**src/rtl/pllfreq_pkg.sv**
```systemverilog
package pllfreq_pkg;

  localparam int OPW = 16;

  localparam int VAR_OLD = 0;
  localparam int VAR_MID = 1;
  localparam int VAR_NEW = 2;

  localparam logic [25:0] REF_24M = 26'd24_000_000;
  localparam logic [25:0] REF_25M = 26'd25_000_000;
  localparam logic [25:0] REF_48M = 26'd48_000_000;

  // Operands for the two multiplier divisions plus the path flags
  typedef struct packed {
    logic           off;
    logic           use_table;
    logic [8:0]     tbl_mhz;
    logic [OPW-1:0] num1;
    logic [OPW-1:0] den1;
    logic [OPW-1:0] den2;
    logic [1:0]     scale;
  } plan_t;

  typedef enum logic [2:0] {
    ST_IDLE,
    ST_ISSUE1,
    ST_WAIT1,
    ST_ISSUE2,
    ST_WAIT2,
    ST_ISSUE3,
    ST_WAIT3
  } seq_t;

  function automatic logic [25:0] pick_ref(logic s25, logic s48, logic force25);
    if (s25 || force25) return REF_25M;
    if (s48)            return REF_48M;
    return REF_24M;
  endfunction

  function automatic logic [8:0] table_mhz(logic row25, logic [1:0] idx);
    logic [8:0] t;
    unique case ({row25, idx})
      3'b000:  t = 9'd384;
      3'b001:  t = 9'd360;
      3'b010:  t = 9'd336;
      3'b011:  t = 9'd408;
      3'b100:  t = 9'd400;
      3'b101:  t = 9'd375;
      3'b110:  t = 9'd350;
      default: t = 9'd425;
    endcase
    return t;
  endfunction

  function automatic logic [63:0] scaled_freq(logic [25:0] r, logic [63:0] q, logic [1:0] k);
    return 64'(r) * q * 64'(k);
  endfunction

endpackage

```
**src/rtl/pllfreq_refsel.sv**
```systemverilog
module pllfreq_refsel
  import pllfreq_pkg::*;
#(
  parameter int FORCE_25M = 1
) (
  input  logic        s25,
  input  logic        s48,
  output logic [25:0] ref_hz
);

  localparam logic FORCE_BIT = (FORCE_25M != 0);

  assign ref_hz = pick_ref(s25, s48, FORCE_BIT);

endmodule

```
**src/rtl/pllfreq_decode.sv**
```systemverilog
module pllfreq_decode
  import pllfreq_pkg::*;
#(
  parameter int VARIANT  = VAR_NEW,
  parameter int WORD_W   = 32,
  parameter int OFF_BIT  = 23,
  parameter int BYP_BIT  = 24,
  parameter int PROG_BIT = 25
) (
  input  logic [WORD_W-1:0] word,
  input  logic              s25,
  input  logic [1:0]        tbl_idx,
  output plan_t             plan
);

  logic unused_in;
  assign unused_in = ^{word, s25, tbl_idx};

  generate
    if (VARIANT == VAR_NEW) begin : g_new
      always_comb begin
        plan       = '0;
        plan.off   = word[OFF_BIT];
        plan.scale = 2'd1;
        if (word[BYP_BIT]) begin
          plan.num1 = OPW'(1);
          plan.den1 = OPW'(1);
          plan.den2 = OPW'(1);
        end else begin
          plan.num1 = OPW'(word[12:0]) + OPW'(1);
          plan.den1 = OPW'(word[18:13]) + OPW'(1);
          plan.den2 = OPW'(word[22:19]) + OPW'(1);
        end
      end
    end else if (VARIANT == VAR_MID) begin : g_mid
      always_comb begin
        plan       = '0;
        plan.off   = word[OFF_BIT];
        plan.scale = 2'd1;
        if (word[BYP_BIT]) begin
          plan.num1 = OPW'(1);
          plan.den1 = OPW'(1);
          plan.den2 = OPW'(1);
        end else begin
          plan.num1 = OPW'(word[12:5]) + OPW'(1);
          plan.den1 = OPW'(word[4:0]) + OPW'(1);
          plan.den2 = OPW'(word[18:13]) + OPW'(1);
        end
      end
    end else begin : g_old
      always_comb begin
        plan       = '0;
        plan.off   = word[OFF_BIT];
        plan.scale = 2'd1;
        plan.num1  = OPW'(1);
        plan.den1  = OPW'(1);
        plan.den2  = OPW'(1);
        if (!word[PROG_BIT]) begin
          plan.use_table = 1'b1;
          plan.tbl_mhz   = table_mhz(s25, tbl_idx);
        end else if (!word[BYP_BIT]) begin
          plan.num1  = OPW'(word[10:5]) + OPW'(2);
          plan.den1  = OPW'(word[3:0]) + OPW'(1);
          plan.scale = word[4] ? 2'd1 : 2'd2;
        end
      end
    end
  endgenerate

endmodule

```
**src/rtl/pllfreq_divider.sv**
```systemverilog
module pllfreq_divider #(
  parameter int W = 40
) (
  input  logic         clk,
  input  logic         rst_n,
  input  logic         go,
  input  logic [W-1:0] dividend,
  input  logic [W-1:0] divisor,
  output logic [W-1:0] quotient,
  output logic         fin
);

  localparam int CW = $clog2(W + 1);

  logic          busy;
  logic [CW-1:0] left;
  logic [W-1:0]  rem;
  logic [W-1:0]  quo;
  logic [W-1:0]  dvs;
  logic [W:0]    trial;
  logic          fits;
  logic          last_step;

  assign trial     = {rem, quo[W-1]};
  assign fits      = trial >= {1'b0, dvs};
  assign last_step = busy && (left == CW'(1));

  always_ff @(posedge clk or negedge rst_n) begin
    if (!rst_n) begin
      busy <= 1'b0;
      left <= '0;
      rem  <= '0;
      quo  <= '0;
      dvs  <= '0;
      fin  <= 1'b0;
    end else begin
      fin <= 1'b0;
      if (go && !busy) begin
        busy <= 1'b1;
        left <= CW'(W);
        rem  <= '0;
        quo  <= dividend;
        dvs  <= divisor;
      end else if (busy) begin
        rem  <= fits ? W'(trial - {1'b0, dvs}) : trial[W-1:0];
        quo  <= {quo[W-2:0], fits};
        left <= left - 1'b1;
        if (last_step) begin
          busy <= 1'b0;
          fin  <= 1'b1;
        end
      end
    end
  end

  assign quotient = quo;

  AST_DIV_NONZERO: assert property (@(posedge clk) disable iff (!rst_n)
    go |-> (divisor != '0));
  AST_DIV_GO_WHEN_IDLE: assert property (@(posedge clk) disable iff (!rst_n)
    go |-> !busy);
  AST_DIV_FIN_SINGLE: assert property (@(posedge clk) disable iff (!rst_n)
    fin |=> !fin);

endmodule

```
**src/rtl/pllfreq_calc.sv**
```systemverilog
module pllfreq_calc
  import pllfreq_pkg::*;
#(
  parameter int VARIANT   = VAR_NEW,
  parameter int FORCE_25M = 1,
  parameter int APB_RATIO = 4,
  parameter int FREQ_W    = 40,
  parameter int WORD_W    = 32,
  parameter int SEL_W     = 32,
  parameter int STRAP_W   = 32,
  parameter int OFF_BIT   = 23,
  parameter int BYP_BIT   = 24,
  parameter int PROG_BIT  = 25,
  parameter int PCLK_LSB  = 23,
  parameter int PCLK_W    = 3,
  parameter int S25_BIT   = 23,
  parameter int S48_BIT   = 18,
  parameter int TBL_LSB   = 8
) (
  input  logic              clk,
  input  logic              rst_n,
  input  logic              start,
  input  logic [WORD_W-1:0] pll_word,
  input  logic [SEL_W-1:0]  clk_sel,
  input  logic [STRAP_W-1:0] strap,
  output logic [FREQ_W-1:0] pll_hz,
  output logic [FREQ_W-1:0] apb_hz,
  output logic              done
);

  localparam logic [FREQ_W-1:0] ONE_F = FREQ_W'(1);

  seq_t               st;
  plan_t              plan_d;
  plan_t              plan_q;
  logic [25:0]        ref_d;
  logic [25:0]        ref_q;
  logic [PCLK_W-1:0]  pclk_q;
  logic [FREQ_W-1:0]  q1_q;
  logic [FREQ_W-1:0]  pll_q;
  logic [FREQ_W-1:0]  pll_calc;
  logic [FREQ_W-1:0]  apb_den;
  logic [FREQ_W-1:0]  div_a;
  logic [FREQ_W-1:0]  div_b;
  logic [FREQ_W-1:0]  div_q;
  logic               div_go;
  logic               div_fin;

  // Named internal events
  logic accept_start;
  logic got_q1;
  logic got_q2;
  logic got_q3;

  logic unused_inputs;
  assign unused_inputs = ^{strap, clk_sel};

  assign accept_start = (st == ST_IDLE) && start;
  assign got_q1       = (st == ST_WAIT1) && div_fin;
  assign got_q2       = (st == ST_WAIT2) && div_fin;
  assign got_q3       = (st == ST_WAIT3) && div_fin;
  assign div_go       = (st == ST_ISSUE1) || (st == ST_ISSUE2) || (st == ST_ISSUE3);

  pllfreq_refsel #(
    .FORCE_25M(FORCE_25M)
  ) u_refsel (
    .s25    (strap[S25_BIT]),
    .s48    (strap[S48_BIT]),
    .ref_hz (ref_d)
  );

  pllfreq_decode #(
    .VARIANT  (VARIANT),
    .WORD_W   (WORD_W),
    .OFF_BIT  (OFF_BIT),
    .BYP_BIT  (BYP_BIT),
    .PROG_BIT (PROG_BIT)
  ) u_decode (
    .word    (pll_word),
    .s25     (strap[S25_BIT]),
    .tbl_idx (strap[TBL_LSB +: 2]),
    .plan    (plan_d)
  );

  assign apb_den = FREQ_W'((32'(pclk_q) + 32'd1) * 32'(APB_RATIO));

  always_comb begin
    div_a = '0;
    div_b = ONE_F;
    unique case (st)
      ST_ISSUE1: begin
        div_a = FREQ_W'(plan_q.num1);
        div_b = FREQ_W'(plan_q.den1);
      end
      ST_ISSUE2: begin
        div_a = q1_q;
        div_b = FREQ_W'(plan_q.den2);
      end
      ST_ISSUE3: begin
        div_a = pll_q;
        div_b = apb_den;
      end
      default: ;
    endcase
  end

  always_comb begin
    if (plan_q.off) begin
      pll_calc = '0;
    end else if (plan_q.use_table) begin
      pll_calc = FREQ_W'(64'(plan_q.tbl_mhz) * 64'd1_000_000);
    end else begin
      pll_calc = FREQ_W'(scaled_freq(ref_q, 64'(div_q), plan_q.scale));
    end
  end

  pllfreq_divider #(
    .W(FREQ_W)
  ) u_div (
    .clk      (clk),
    .rst_n    (rst_n),
    .go       (div_go),
    .dividend (div_a),
    .divisor  (div_b),
    .quotient (div_q),
    .fin      (div_fin)
  );

  always_ff @(posedge clk or negedge rst_n) begin
    if (!rst_n) begin
      st     <= ST_IDLE;
      plan_q <= '0;
      ref_q  <= '0;
      pclk_q <= '0;
      q1_q   <= '0;
      pll_q  <= '0;
      pll_hz <= '0;
      apb_hz <= '0;
      done   <= 1'b0;
    end else begin
      done <= 1'b0;
      unique case (st)
        ST_IDLE: if (accept_start) begin
          plan_q <= plan_d;
          ref_q  <= ref_d;
          pclk_q <= clk_sel[PCLK_LSB +: PCLK_W];
          st     <= ST_ISSUE1;
        end
        ST_ISSUE1: st <= ST_WAIT1;
        ST_WAIT1: if (got_q1) begin
          q1_q <= div_q;
          st   <= ST_ISSUE2;
        end
        ST_ISSUE2: st <= ST_WAIT2;
        ST_WAIT2: if (got_q2) begin
          pll_q <= pll_calc;
          st    <= ST_ISSUE3;
        end
        ST_ISSUE3: st <= ST_WAIT3;
        ST_WAIT3: if (got_q3) begin
          pll_hz <= pll_q;
          apb_hz <= div_q;
          done   <= 1'b1;
          st     <= ST_IDLE;
        end
        default: st <= ST_IDLE;
      endcase
    end
  end

  AST_REF_FORCED: assert property (@(posedge clk) disable iff (!rst_n)
    (accept_start && (strap[S25_BIT] || (FORCE_25M != 0))) |=> (ref_q == REF_25M));
  AST_OFF_ZERO: assert property (@(posedge clk) disable iff (!rst_n)
    (done && plan_q.off) |-> (pll_hz == '0 && apb_hz == '0));
  AST_APB_BOUND: assert property (@(posedge clk) disable iff (!rst_n)
    done |-> (apb_hz <= pll_hz));
  AST_DONE_AFTER_LAST: assert property (@(posedge clk) disable iff (!rst_n)
    got_q3 |=> done);
  AST_DONE_SINGLE: assert property (@(posedge clk) disable iff (!rst_n)
    done |=> !done);
  AST_HOLD_PLL: assert property (@(posedge clk) disable iff (!rst_n)
    !$stable(pll_hz) |-> done);
  AST_HOLD_APB: assert property (@(posedge clk) disable iff (!rst_n)
    !$stable(apb_hz) |-> done);
  AST_BUSY_NO_RELOAD: assert property (@(posedge clk) disable iff (!rst_n)
    ((st != ST_IDLE) && start) |=> $stable(plan_q));

endmodule

```
**config.mk**
```make
export PLATFORM = sky130hd
export DESIGN_NAME = pllfreq_calc
export DESIGN_NICKNAME = d
export VERILOG_FILES = /design/src/rtl/pllfreq_pkg.sv /design/src/rtl/pllfreq_refsel.sv /design/src/rtl/pllfreq_decode.sv /design/src/rtl/pllfreq_divider.sv /design/src/rtl/pllfreq_calc.sv
export SDC_FILE = /design/constraint.sdc
export NUM_CORES = 1
export LEC_CHECK = 0
export BUFFER_PORTS_ARGS = -buffer_cell sky130_fd_sc_hd__buf_2
export CAP_MARGIN = 20
export CORE_UTILIZATION = 45
export DETAILED_ROUTE_END_ITERATION = 10
export GPL_TIMING_DRIVEN = 0
export PLACE_DENSITY = 0.65
export SETUP_SLACK_MARGIN = 0.2
export SLEW_MARGIN = 10
export SYNTH_ARGS = -nofsm -noshare
export SYNTH_HDL_FRONTEND = slang
export SYNTH_SLANG_ARGS = --single-unit
```
**constraint.sdc**
```tcl
create_clock -name clk -period 6.5 [get_ports clk]
set_clock_uncertainty 0.05 [all_clocks]
set_input_delay 0.975 -clock clk [delete_from_list [all_inputs] [get_ports clk]]
set_output_delay 0.975 -clock clk [all_outputs]
set_load 0.005 [all_outputs]
```
== After elaboration in Yosys (flattened, before gate mapping) ==
Cells that the tools add are included.

* Order comparisons: 1
* Multiplexer cells: 24
* Reduce and logical (&&, ||, !) cells: 16
* Add/sub/neg operators: 6
* Equality and inequality tests: 11
* $mul: 2

{| class="wikitable"
|+ Operator list
! kind !! count
|-
| $mux W40 || 6
|-
| $pmux W40 S3 || 1
|-
| $mul A19 B40 Y58 || 1
|-
| $mul A58 B1 Y34 || 1
|-
| $mux W48 || 1
|-
| $pmux W16 S3 || 1
|-
| $ge A41 B40 Y1 || 1
|-
| $sub A40 B40 Y40 || 1
|-
| $pmux W3 S7 || 1
|-
| $add A13 B1 Y14 const B || 1
|-
| $mux W3 || 4
|-
| $mux W6 || 2
|-
| $eq A3 B3 Y1 const B || 3
|-
| $mux W1 || 8
|-
| $ne A2 B2 Y1 const B || 4
|-
| $reduce_and A2 Y1 || 4
|-
| $add A6 B1 Y7 const B || 1
|-
| $eq A3 B2 Y1 const B || 2
|-
| $eq A6 B1 Y1 const B || 1
|-
| $logic_and A1 B1 Y1 || 6
|-
| $sub A6 B1 Y6 const B || 1
|-
| $add A4 B1 Y5 const B || 1
|-
| $add A3 B1 Y4 const B || 1
|-
| $reduce_and A4 Y1 || 1
|-
| 5 further kinds || 6
|}

* Output and inout bits: 81
* Register bits after elaboration: 346
* Logic and storage cells: 79
* Bits of input ports: 99

== Depth between registers and ports, before layout ==
* Depth after elaboration: 5
* Depth in mapped cells: 25
* Gate-level depth less buffers: 21

== Cells and area by module ==
Synthesis repeated with hierarchy kept, for this count alone.

* Cell total of the unflattened synthesis: 4,963
* Area total of the unflattened synthesis: 45,005.7 µm²

{| class="wikitable"
|+ Modules (own cells, without submodules)
! module !! instances !! cells an instance !! area each (µm²)
|-
| pllfreq_calc || 1 || 3,915 || 36,206.0
|-
| pllfreq_divider || 1 || 906 || 7,847.5
|-
| pllfreq_decode || 1 || 114 || 749.5
|-
| pllfreq_refsel || 1 || 28 || 202.7
|}

== Worst setup path before layout ==
Ideal clock, no wire load.

* Path kind: reg2reg
* From: register ref_q[6]
* To: register pll_q[38]
* Clock period less this slack: 6,340 ps
* Library setup time: 133 ps
* Cell stages (with the launch flop): 26
* Arrival: 6,157 ps
* Path slack: 160 ps
* Required time: 6,317 ps
* Cells stage by stage: dfrtp_1 -> clkbuf_1 -> clkbuf_1 -> clkbuf_1 -> nand2_1 -> inv_1 -> ha_1 -> inv_1 -> fa_1 -> inv_1 -> fa_1 -> fa_1 -> fa_1 -> inv_1 -> fa_1 -> inv_1 -> ha_1 -> clkbuf_1 -> and4_1 -> and3_1 -> o211ai_1 -> o211a_1 -> or3_1 -> a32oi_1 -> xnor2_1 -> o21ai_0

* Cells in the longest elaborated chain, start to end: 3

{| class="wikitable"
|+ RTL lines
! what !! line !! source
|-
| start, declared || pllfreq_calc.sv:37 || <nowiki>logic [25:0] ref_q;</nowiki>
|-
| start signal, assigned || pllfreq_calc.sv:145 || <nowiki>ref_q <= ref_d;</nowiki>
|-
| $mul A19 B40 Y58 || pllfreq_pkg.sv:56 || <nowiki>return 64'(r) * q * 64'(k);</nowiki>
|-
| $mul A58 B1 Y34 || pllfreq_pkg.sv:56 ||
|-
| $mux W40 || pllfreq_calc.sv:108 || <nowiki>if (plan_q.off) begin</nowiki>
|-
| end signal, assigned || pllfreq_calc.sv:156 || <nowiki>pll_q <= pll_calc;</nowiki>
|-
| end, declared || pllfreq_calc.sv:40 || <nowiki>logic [FREQ_W-1:0] pll_q;</nowiki>
|}

Every way passes these cells.
A chain may end at the register's enable or synchronous reset.

== Final worst setup path ==
Ends and elaborated chain as after synthesis.

==> results.json <==
{
  "cp-end-kind": "register",
  "tightest_slew_ps": 1030,
  "clock_latency_ps": 560,
  "die-height_microns": 218,
  "nNetsFinal": 2809,
  "critPathArrivalTime_ps": 6750,
  "netSwitchingPower_w": 0.000773,
  "pwr-share-seq_pct": 48.6,
  "grt.overflow.total": 0,
  "post_drt_wl_per_cell_microns": 19.7,
  "synth_top_area_cell": "dfrtp_1",
  "seqCellArea_sq_mm": 0.00696,
  "cts_hold_buf": 0,
  "setup_viol": 0,
  "clkTransAtPathRegs_ps": 70,
  "multi_input_area_sq_mm": 0.0129,
  "p_comb_share_pct": 2.0,
  "vias_per_cell": 5.47,
  "avgSynthCellArea_sq_um": 9.53,
  "grt_max_degree": 109,
  "yosys.area_share.simple_pct": 13.9,
  "ys_seq_area_share_pct": 33.2,
  "portBuffers": 105,
  "fp.dieW_microns": 218,
  "p_sw_share_pct": 21.7,
  "ys_async_sr_fraction_pct": 100,
  "ys_ff_latch": 278,
  "rows": 78,
  "ir_drop_v": 0.000191,
  "synth-main-ff-cell": "dfrtp_1",
  "path_common_cell": "fa_1",
  "wl_mm": 59.3,
  "die_area_sq_mm": 0.0474,
  "cts-root-to-sink-buffers": 3,
  "synth_compound_area_share_pct": 11.2,
  "synth_xor_area_share_pct": 4.52,
  "p_per_area_mw_per_mm2": 145,
  "drv_cap": 0,
  "syn_inst": 2197,
  "cts_made_buffers": 29,
  "internal_power_w": 0.00279,
  "clock_power_share_pct": 49.4,
  "drive_gt1_share_pct": 17.2,
  "coreArea_sq_mm": 0.0457,
  "fmax_mhz": 157,
  "htree_levels": 1,
  "tns_ps": 0,
  "ios": 180,
  "gp_congestion": 0.918,
  "grt_first_pass_wirelength_mm": 94.8,
  "rsz0062_at_grt": "yes",
  "cp.buffers_inverters": 9,
  "r2r_slack_ps": 110,
  "antenna_found_initial": 0,
  "first_global_vias": 17000,
  "cts_tree": "yes",
  "first_pass_iters": 5,
  "vias": 16500,
  "status": "complete, no violations",
  "grt.total_usage_pct": 25.6,
  "synthAdderAreaFrac_pct": 25.8,
  "worstPathMaxFanout": 5,
  "crit_type": "reg2reg",
  "final.min_clock_period_ps": 6390,
  "dp_hpwl_mm": 45.7,
  "critPathTopFamily": "adder cells",
  "leakagePower_nw": 12.1,
  "fillers": 4022,
  "muxShareOfSynthArea_pct": 3.09,
  "drtAntennaViolNets": 0,
  "hold_path.class": "in2async",
  "synthesis.area_sq_mm": 0.0209,
  "slowest_stage": "fa_1",
  "cts.sinks": 278,
  "initial_core_util_pct": 45.8,
  "cpPeakStageDelay_ps": 570,
  "syn2layout_area_growth_pct": 16.9,
  "ys_top_cells_by_area": "dfrtp_1 33%, fa_1 18%, ha_1 7.8%",
  "n_antenna_cell": 0,
  "cts_root_buffer": "clkbuf_16",
  "startpoint_type": "register",
  "slew_viol_final": 0,
  "period_share_pct": 98.3,
  "synth-edff-count": 0,
  "yosys.cell_types.count": 75,
  "cp.required_ps": 6870,
  "yosys_warnings": 0,
  "synth_top_family_by_area": "adder cells",
  "synth_top_area_share_pct": 33.2,
  "hold_viol_final": 0,
  "drc": 0,
  "drtIter0Drc": 1317,
  "relSlewSlack_pct": 31.0,
  "total_power_w": 0.00356
}
==> cells in the final DEF (no fill, tap or decap), drive strengths merged, types with 7 or more instances in the layout <==
master    count
a21o          9
nor3         21
xor2         52
and2         45
or3           9
clkinvlp     10
inv         334
o21ai       127
o211ai       18
nor4         11
fa          188
nor2         46
ha          130
and3         18
nand3        38
dfrtp       278
nand2b       13
a22o         10
mux2         45
a31oi         7
o31ai         8
a21oi        42
a32oi         8
o311ai        8
buf         185
or4          12
nor2b        11
mux2i        14
nand2       368
clkbuf      121
xnor2        56
clkinv       10
a22oi        72
==> power by group through the flow <==
stage	registers [W]	logic, W	clock network [W]
2_1_floorplan	0.00176	0.0000153	0
3_3_place_gp	0.00176	0.0000665	0
3_5_place_dp	0.00176	0.0000725	0
4_1_cts	0.00173	0.0000732	0.00178
5_1_grt	0.00173	0.0000810	0.00185
6_report	0.00173	0.0000710	0.00176
==> synthesized netlist by cell type (9+ instances only) <==
| cell | count |
|---|---|
| a21o_1 | 9 |
| a21oi_1 | 42 |
| a22o_1 | 10 |
| a22oi_1 | 72 |
| and2_1 | 45 |
| and3_1 | 18 |
| buf_1 | 12 |
| clkbuf_1 | 88 |
| dfrtp_1 | 278 |
| fa_1 | 188 |
| ha_1 | 130 |
| inv_1 | 340 |
| mux2_2 | 45 |
| mux2i_1 | 14 |
| nand2_1 | 367 |
| nand2b_1 | 13 |
| nand3_1 | 37 |
| nor2_1 | 46 |
| nor2b_1 | 11 |
| nor3_1 | 19 |
| nor4_1 | 9 |
| o211ai_1 | 18 |
| o21ai_0 | 126 |
| or4_1 | 10 |
| xnor2_1 | 56 |
| xor2_1 | 52 |
==> timing repair <==
item / CTS / global route
resized for setup: 101 / 90
hold endpoints to repair: 0 / 0
buffers inserted: 27 / 24
gates cloned: 1 / 0
endpoints found under the setup margin: 17 / 14
pin swaps: 46 / 60
==> state kept, by name, summed over array words and instances, names as in the netlist, 3 cells and up <==
name            count
pclk_q              3
plan_q             27
st                  3
u_div.dvs           7
pll_hz             34
pll_q              34
u_div.rem          40
apb_hz             40
u_div.quotient     40
q1_q               40
u_div.left          6
==> worst reg2reg max path, stage by stage, from the launching register on <==
cell and delay, ps:
dfrtp_1 400, clkbuf_8 150, clkbuf_16 150, clkbuf_16 170, nand2_8 70, clkinvlp_4 180
buf_6 170, ha_4 260, inv_2 30, fa_1 510, inv_2 40, fa_1 480
fa_1 520, fa_1 570, inv_2 40, fa_1 490, inv_2 50, ha_4 250
and4_4 240, and3_4 180, o211ai_1 160, o211a_1 270, or3_4 410, a32oi_2 200
xnor2_1 140, o21ai_1 70
==> cell families (layout without fill, tap and decap cells) <==
logic type,Yosys count,in the layout
simple gates,623,623
flops,278,278
other cells,1,6
compound gates,357,357
xor+xnor,108,108
mux,59,59
fa+ha+maj,319,319
buf+inv,452,664
==> metal layers <==
layer	up-vias	part of all wire (%)	GRT usage, %
met5	-	0	0
met4	0	3.3	8.59
met3	106	5.6	2.41
met2	556	48	42.3
met1	8285	43	35.3
li1	7540	-	-
==> worst paths after layout <==
path,from,endpoint,cells after the start
setup reg to reg,ref_q[6]$_DFFE_PN0P_,pll_q[38]$_DFFE_PN0P_,25
max in group asynchronous,rst_n,apb_hz[31]$_DFFE_PN0P_,2
hold / removal,rst_n,plan_q[46]$_DFFE_PN0P_,1
min in group clk,pll_hz[10]$_DFFE_PN0P_,pll_hz[10]$_DFFE_PN0P_,2
hold reg to reg,pll_hz[10]$_DFFE_PN0P_,pll_hz[10]$_DFFE_PN0P_,2
setup / recovery,ref_q[6]$_DFFE_PN0P_,pll_q[38]$_DFFE_PN0P_,25
==> through the flow <==
stage	setup WS (ps)	hold WS [ps]	utilization, %	instances	area, sq um
finish	112	367	53.6	3014	24500
detailed placement	-1320	407	48.8	2909	22300
floorplan	251	392	-	2202	21000
global route	-43.9	449	53.6	3014	24500
CTS	83.1	423	52.5	2990	24000
global placement	-1290	408	48.7	2907	22200
==> final cells by class <==
type                    instances  area share, %
plain buffers                 112           2.29
well taps                     600           3.07
multi-input cells            1472           52.5
repair buffers                159           4.23
clock buffers                  35           3.26
clock inverters                18          0.864
flip-flops and latches        278           28.4
inverters                     340           5.32
(Power assumes the default switching activity.)
